## config.mk

```make
export PLATFORM = sky130hd
export DESIGN_NAME = sgi_dispatch
export DESIGN_NICKNAME = d
export VERILOG_FILES = /design/src/rtl/sgi_pkg.sv /design/src/rtl/sgi_req_unpack.sv /design/src/rtl/sgi_aff_mux.sv /design/src/rtl/sgi_core_match.sv /design/src/rtl/sgi_dispatch.sv
export SDC_FILE = /design/constraint.sdc
export NUM_CORES = 1
export LEC_CHECK = 0
export CAP_MARGIN = 5
export CORE_MARGIN = 1.5
export CORE_UTILIZATION = 39
export DETAILED_ROUTE_END_ITERATION = 12
export PLACE_DENSITY_LB_ADDON = 0.08
export SLEW_MARGIN = 30
export SYNTH_ARGS = -nofsm -noshare
export SYNTH_HDL_FRONTEND = slang
export SYNTH_HIERARCHICAL = 1
export SYNTH_SLANG_ARGS = --single-unit
```

## constraint.sdc

```tcl
create_clock -name clk -period 5.3 [get_ports clk]
set_input_delay 1.06 -clock clk [delete_from_list [all_inputs] [get_ports clk]]
set_output_delay 1.06 -clock clk [all_outputs]
set_load 0.02 [all_outputs]
```

## src/rtl/sgi_pkg.sv

```systemverilog
package sgi_pkg;
    localparam int AFFW = 24;
    localparam int IDW  = 4;
    localparam int TLW  = 16;
    localparam int SELW = $clog2(TLW);

    typedef struct packed {
        logic [TLW-1:0] tlist;
        logic [7:0]     aff1;
        logic [7:0]     aff2;
        logic [7:0]     aff3;
        logic [IDW-1:0] intid;
        logic           bcast;
    } sgi_req_t;
endpackage

```

## src/rtl/sgi_req_unpack.sv

```systemverilog
module sgi_req_unpack
    import sgi_pkg::*;
(
    input  logic [63:0] word,
    output sgi_req_t    req
);
    always_comb begin
        req.tlist = word[15:0];
        req.aff1  = word[23:16];
        req.intid = word[27:24];
        req.aff2  = word[39:32];
        req.bcast = word[40];
        req.aff3  = word[55:48];
    end
endmodule

```

## src/rtl/sgi_aff_mux.sv

```systemverilog
module sgi_aff_mux
    import sgi_pkg::*;
#(
    parameter int NCORES = 8,
    parameter int CW     = 3
) (
    input  logic [NCORES*AFFW-1:0] flat,
    input  logic [CW-1:0]          sel,
    output logic [AFFW-1:0]        aff
);
    logic [AFFW-1:0] tbl [NCORES];

    for (genvar g = 0; g < NCORES; g++) begin : g_unpack
        assign tbl[g] = flat[g*AFFW +: AFFW];
    end

    always_comb begin
        aff = '0;
        for (int i = 0; i < NCORES; i++) begin
            if (sel == CW'(i)) aff = tbl[i];
        end
    end
endmodule

```

## src/rtl/sgi_core_match.sv

```systemverilog
module sgi_core_match
    import sgi_pkg::*;
#(
    parameter int CW = 3
) (
    input  sgi_req_t        req,
    input  logic [AFFW-1:0] aff,
    input  logic [CW-1:0]   core,
    input  logic [CW-1:0]   src,
    output logic            hit,
    output logic [TLW-1:0]  clr
);
    logic [SELW-1:0] lvl0;
    logic            tgt;

    always_comb begin
        lvl0 = aff[SELW-1:0];
        tgt  = (req.aff3 == 8'd0)
            && (req.aff2 == aff[23:16])
            && (req.aff1 == aff[15:8])
            && (aff[7:SELW] == '0)
            && req.tlist[lvl0];
        hit  = req.bcast ? (core != src) : tgt;
        clr  = '0;
        if (!req.bcast && tgt) clr[lvl0] = 1'b1;
    end
endmodule

```

## src/rtl/sgi_dispatch.sv

```systemverilog
module sgi_dispatch
    import sgi_pkg::*;
#(
    parameter  int NCORES = 8,
    localparam int CW     = (NCORES > 1) ? $clog2(NCORES) : 1
) (
    input  logic                   clk,
    input  logic                   rst_n,
    input  logic                   req_valid,
    input  logic [63:0]            req_word,
    input  logic [CW-1:0]          req_src,
    input  logic                   req_g1_ok,
    input  logic [NCORES*AFFW-1:0] core_aff,
    output logic [CW-1:0]          lk_core,
    output logic [IDW-1:0]         lk_intid,
    input  logic                   lk_is_g1,
    output logic                   pend_valid,
    output logic [CW-1:0]          pend_core,
    output logic [IDW-1:0]         pend_intid,
    output logic                   busy,
    output logic                   done
);
    localparam logic [CW-1:0] LAST_IDX = CW'(NCORES - 1);

    typedef struct packed {
        logic          busy;
        logic          done;
        logic          g1ok;
        logic [CW-1:0] src;
        logic [CW-1:0] idx;
        sgi_req_t      req;
    } st_t;

    st_t st_d, st_q;

    sgi_req_t        in_req;
    logic [AFFW-1:0] cur_aff;
    logic            hit;
    logic [TLW-1:0]  clr;
    logic [TLW-1:0]  rem;
    logic            fire;

    sgi_req_unpack u_unpack (
        .word (req_word),
        .req  (in_req)
    );

    sgi_aff_mux #(.NCORES(NCORES), .CW(CW)) u_mux (
        .flat (core_aff),
        .sel  (st_q.idx),
        .aff  (cur_aff)
    );

    sgi_core_match #(.CW(CW)) u_match (
        .req  (st_q.req),
        .aff  (cur_aff),
        .core (st_q.idx),
        .src  (st_q.src),
        .hit  (hit),
        .clr  (clr)
    );

    always_comb begin
        st_d      = st_q;
        st_d.done = 1'b0;
        rem       = st_q.req.tlist & ~clr;
        fire      = st_q.busy && hit && (!lk_is_g1 || st_q.g1ok);
        if (st_q.busy) begin
            st_d.req.tlist = rem;
            if (st_q.idx == LAST_IDX || (!st_q.req.bcast && rem == '0)) begin
                st_d.busy = 1'b0;
                st_d.done = 1'b1;
            end else begin
                st_d.idx = st_q.idx + 1'b1;
            end
        end else if (req_valid) begin
            st_d.busy = 1'b1;
            st_d.req  = in_req;
            st_d.g1ok = req_g1_ok;
            st_d.src  = req_src;
            st_d.idx  = '0;
        end
    end

    always_ff @(posedge clk or negedge rst_n) begin
        if (!rst_n) st_q <= '0;
        else        st_q <= st_d;
    end

    assign lk_core    = st_q.idx;
    assign lk_intid   = st_q.req.intid;
    assign pend_valid = fire;
    assign pend_core  = st_q.idx;
    assign pend_intid = st_q.req.intid;
    assign busy       = st_q.busy;
    assign done       = st_q.done;
endmodule

```

# Word level (Yosys, flattened, before mapping)

Cells that the tools add are included.

Output and inout port bits: 17
Bits of input ports: 264
Bits in registers: 54

Reductions and logical operators: 20
Bitwise operators: 3
Order comparisons: 2
Mux-type cells: 21
Equal/unequal tests: 11
$add $sub $neg: 1

Operators by type and width:

| operator              | number |
|---|---|
| $mux W24              | 8 |
| $mux W48              | 1 |
| $mux W19              | 1 |
| $and A16 B16 Y16      | 1 |
| $eq A8 B8 Y1          | 2 |
| $logic_not A16 Y1     | 1 |
| $mux W16              | 1 |
| $not A16 Y16          | 1 |
| $eq A3 B3 Y1 const B  | 4 |
| $logic_and A1 B1 Y1   | 9 |
| $logic_not A8 Y1      | 1 |
| $eq A3 B2 Y1 const B  | 2 |
| $mux W1               | 6 |
| $lt A4 B5 Y1 const B  | 1 |
| $bmux W1 S4           | 1 |
| $demux W1 S4          | 1 |
| $ge A4 B1 Y1 const B  | 1 |
| $logic_not A4 Y1      | 1 |
| $reduce_and A2 Y1     | 2 |
| $add A3 B1 Y3 const B | 1 |
| $eq A3 B1 Y1 const B  | 1 |
| $logic_not A3 Y1      | 1 |
| $mux W3               | 1 |
| $ne A3 B3 Y1          | 1 |
| other kinds (6)       | 8 |

# Depth between registers and ports, before layout

Depth in word-level cells: 23
Gate-level depth with buffers: 18

# Modules after synthesis

Netlist, hierarchy kept.

By module, submodules not included:

| module         | area each (um^2) | cells each | times used | seq. area each (um^2) |
|---|---|---|---|---|
| sgi_dispatch   | 2,512.4          | 206        | 1          | 1,351.3 |
| sgi_aff_mux    | 1,849.3          | 284        | 1          | 0.0 |
| sgi_core_match | 590.6            | 71         | 1          | 0.0 |
| sgi_req_unpack | 337.8            | 45         | 1          | 0.0 |

# Least setup slack after synthesis

OpenSTA, ideal clock, no wires.

Path type: input to output
From: input core_aff[48]
To: output pend_valid
Stages on the path: 11
Path slack: 1,140 ps
Required time: 4,240 ps
Arrival time: 3,100 ps
Cells stage by stage: mux2i_1 or2_2 a21oi_1 o31a_1 mux4_1 or3_4 nand4_4 buf_6 nand2_1 nand2_1 a21oi_1

Cells in the longest elaborated chain, start to end: 12

Ends and longest elaborated chain:

| what                             | line                 | source |
|---|---|---|
| start: declaration               | sgi_dispatch.sv:13   | `input logic [NCORES*AFFW-1:0] core_aff,` |
| $mux W24 (6 in a row)            | sgi_aff_mux.sv:20    | `if (sel == CW'(i)) aff = tbl[i];` |
| named net cur_aff[0]             | sgi_dispatch.sv:37   | `logic [AFFW-1:0] cur_aff;` |
| $bmux W1 S4                      | sgi_core_match.sv:22 | `&& req.tlist[lvl0];` |
| $mux W1 (implied by the code)    | sgi_core_match.sv:22 |  |
| $logic_and A1 B1 Y1              | sgi_core_match.sv:22 |  |
| $mux W1                          | sgi_core_match.sv:23 | `hit = req.bcast ? (core != src) : tgt;` |
| named net hit                    | sgi_dispatch.sv:38   | `logic hit;` |
| $logic_and A1 B1 Y1 (2 in a row) | sgi_dispatch.sv:67   | `fire = st_q.busy && hit && (!lk_is_g1 \|\| st_q.g1ok);` |
| end: declaration                 | sgi_dispatch.sv:17   | `output logic pend_valid,` |

The timed path passes the listed nets, and every way through them passes these cells. The select of a mux whose other input is x is not followed.

# Worst setup path after layout

From: input core_aff[52]
To: register st_q, in the netlist lk_core[1]

Cells in the longest elaborated chain, start to end: 18

Ends and longest elaborated chain:

| what                        | line                 | source |
|---|---|---|
| $mux W24 (6 in a row)       | sgi_aff_mux.sv:20    |  |
| named net cur_aff[4]        | sgi_dispatch.sv:37   |  |
| $logic_not A4 Y1            | sgi_core_match.sv:21 | `&& (aff[7:SELW] == '0)` |
| $logic_and A1 B1 Y1         | sgi_core_match.sv:21 |  |
| $logic_and A1 B1 Y1         | sgi_core_match.sv:22 |  |
| $logic_and A1 B1 Y1         | sgi_core_match.sv:25 | `if (!req.bcast && tgt) clr[lvl0] = 1'b1;` |
| $mux W16                    | sgi_core_match.sv:25 |  |
| named net clr[3]            | sgi_dispatch.sv:39   | `logic [TLW-1:0] clr;` |
| $not A16 Y16                | sgi_dispatch.sv:66   | `rem = st_q.req.tlist & ~clr;` |
| $and A16 B16 Y16            | sgi_dispatch.sv:66   |  |
| $logic_not A16 Y1           | sgi_dispatch.sv:70   | `if (st_q.idx == LAST_IDX \|\| (!st_q.req.bcast && rem == '0)) begin` |
| $logic_and A1 B1 Y1         | sgi_dispatch.sv:70   |  |
| $logic_or A1 B1 Y1          | sgi_dispatch.sv:70   |  |
| $ne A2 B2 Y1 (no line)      | --                   |  |
| $reduce_and A2 Y1 (no line) | --                   |  |
| end signal: assignment      | sgi_dispatch.sv:87   | `else st_q <= st_d;` |
| end: declaration            | sgi_dispatch.sv:34   | `st_t st_d, st_q;` |

The timed path passes the listed nets, and every way through them passes these cells.
A chain may end at the register's enable or synchronous reset.

==> flow_metrics.env <==
export IMPL_outcome="completed"
export IMPL_final_hold_viol_count=0
export IMPL_synth_cells=606
export IMPL_nets=1054
export IMPL_clk_latency_ns=0.29
export IMPL_gp_congestion=0.907
export IMPL_power_density_nw_per_um2=500
export IMPL_initialDrtViolationCount=261
export IMPL_worst_pin_slew_ns=0.719
export IMPL_relSlewSlack=0.518
export IMPL_wire_per_inst_um=19.2
export IMPL_first_pass_iters=5
export IMPL_yosys_top_cells_count="buf_4 (60), nand2_1 (59), mux2i_1 (55)"
export IMPL_cts_made_buffers=5
export IMPL_fin_crit_sh=0.928
export IMPL_overflow=0
export IMPL_synth_most_common_cell="buf_4"
export IMPL_synth_fp_nets=872
export IMPL_diodes=0
export IMPL_die_h_um=119
export IMPL_synth_edf_count=0
export IMPL_io_buffers=261
export IMPL_cts_clk_slew_worst_paths_ns=0.07
export IMPL_clock_root_buffer="clkbuf_16"
export IMPL_synth_area_leader_cell="dfrtp_1"
export IMPL_worstSetupEndpointType="register"
export IMPL_synth_top_area_frac=0.255
export IMPL_synth_flop_cell="dfrtp_1"
export IMPL_clock_skew_ns=0.00620
export IMPL_pre_cts_ws_ns=0.00901
export IMPL_via_count=5191
export IMPL_start_util=0.399
export IMPL_fmax_mhz=203
export IMPL_dp_hpwl_um=14100
export IMPL_fillers=1227
export IMPL_placementRows=42
export IMPL_syn_area_per_cell_um2=8.73
export IMPL_grt_pass1_vias=5271
export IMPL_setup_viol=0
export IMPL_dieArea_um2=14300
export IMPL_min_path_type="reg2reg"
export IMPL_leakagePower_nw=3.03
export IMPL_ant_nets=0
export IMPL_maxCapViolCount=0
export IMPL_netlist_area_um2=5290
export IMPL_synth_seq_area_share=0.255
export IMPL_drv_slew=0
export IMPL_h_tree_depth=2
export IMPL_grt_pass1_wl_um=28600
export IMPL_cts_tree="done"
export IMPL_cts_path_max_buffers=2
export IMPL_period_needed_ns=4.92
export IMPL_ys_top_cells_by_area="dfrtp_1 (26%), mux2i_1 (10%), buf_4 (8.5%), mux2_2 (6.8%), a21oi_1 (4.8%)"
export IMPL_worstPathRequired_ns=5.48
export IMPL_cp_start_kind="primary input"
export IMPL_fp_coreArea_um2=13200
export IMPL_vias_per_cell=5.38
export IMPL_r2r_slack_ns=0.52
export IMPL_synth_async_reset_ratio=1.00
export IMPL_vdd_drop_max_mv=0.345
export IMPL_ys_seq_elements=54
export IMPL_crit_fanout=16
export IMPL_ys_types=53
export IMPL_criticalPathCategory="in2reg"
export IMPL_ios=281
export IMPL_grt_max_degree=105
export IMPL_die_x_um=119
export IMPL_fin_tns_setup_ns=0
export IMPL_grt_usage=0.254
export IMPL_arrival_ns=5.10
export IMPL_drive_gt1_frac=0.122
export IMPL_area_growth_pct=47.7
export IMPL_multiInputGateArea_um2=3230
export IMPL_fin_util=0.590
export IMPL_cts_sinks=54
export IMPL_drc=0
export IMPL_wl_um=18500
export IMPL_seq_area_um2=1360
export IMPL_rsz0062_at_grt="false"
export IMPL_yosysWarningCount=6
export IMPL_antenna_found_initial=1
export IMPL_fin_ws_ns=0.381
cell families (layout without fill, tap and decap cells):
logic type,after synthesis,in the layout,synth area share
AO/OA/AOI/OAI,157,157,0.202
XOR/XNOR,19,19,0.0315
adder cells (fa/ha/maj),2,2,0.00473
buffers and inverters,113,296,0.137
flip-flops,54,54,0.255
multiplexers,92,92,0.193
AND/OR/NAND/NOR,169,169,0.176
state kept, by name, summed over array words and instances (netlist names):
register / cells
done: 1
busy: 1
lk_core: 3
st_q: 45
lk_intid: 4
layer usage:
metal | part of all wire | global-route usage | up-vias
li1 | - | - | 2518
met2 | 0.49 | 0.450 | 184
met1 | 0.42 | 0.310 | 2455
met5 | 0.00070 | 0 | -
met3 | 0.066 | 0.0479 | 32
met4 | 0.027 | 0.0826 | 2
timing repair:
item | in CTS | in global routing
pin swaps | 0 | 1
setup buffers | 0 | 0
gates resized for setup | 1 | 1
setup endpoints to repair | 1 | 1
hold buffers | 0 | 0
worst max-delay path, stage by stage:
cell and delay (ns):
clkdlybuf4s50_1 0.44, a221oi_1 0.29, a21oi_1 0.10, o31a_1 0.27
nor4_1 0.32, buf_4 0.18, nand4_1 0.15, a311oi_2 0.34
nand4_4 0.12, buf_4 0.21, nor4_1 0.37, o22ai_1 0.13
or4_4 0.60, o21ai_4 0.20, mux2_4 0.31
stage by stage:
step	hold slack, ns	area (µm²)	std cells	total power [mW]
floorplan	0.481	5290	606	2.80
global placement	0.493	7610	956	3.45
detailed placement	0.499	7630	957	3.51
CTS	0.514	7810	965	3.92
global route	0.532	7810	965	4.20
finish	0.513	7810	965	3.90
final timing paths:
path | start | to | cells after the start
max in group asynchronous | rst_n | lk_core[0] | 2
worst max-delay path | core_aff[52] | lk_core[1] | 15
min in group asynchronous | rst_n | st_q[51] | 2
worst min-delay path | st_q[7] | st_q[7] | 1
worst max register to register | lk_core[1] | lk_core[1] | 16
worst min register to register | st_q[7] | st_q[7] | 1
cells in the final DEF (no fill, tap or decap), types with 19 or more instances in the layout:
master,count
nand2_1,59
mux2i_1,55
buf_4,21
a21oi_1,51
mux2_2,32
o21ai_0,20
dfrtp_1,51
a22oi_1,19
clkdlybuf4s50_1,259
area by class of cell:
type                            count  share of cell area
Multi-Input combinational cell    439               0.414
Timing Repair Buffer              284               0.360
Sequential cell                    54               0.174
Tap cell                          176              0.0282
Clock buffer                        7              0.0183
Clock inverter                      1             0.00384
Inverter                            4             0.00192
power breakdown:
part	switching [mW]	leakage, nW	internal [mW]
sequential	0.171	0.629	0.626
clock	0.144	0.0841	0.236
combinational	1.41	2.31	1.32
No activity file was read; power rests on OpenSTA's default activity.
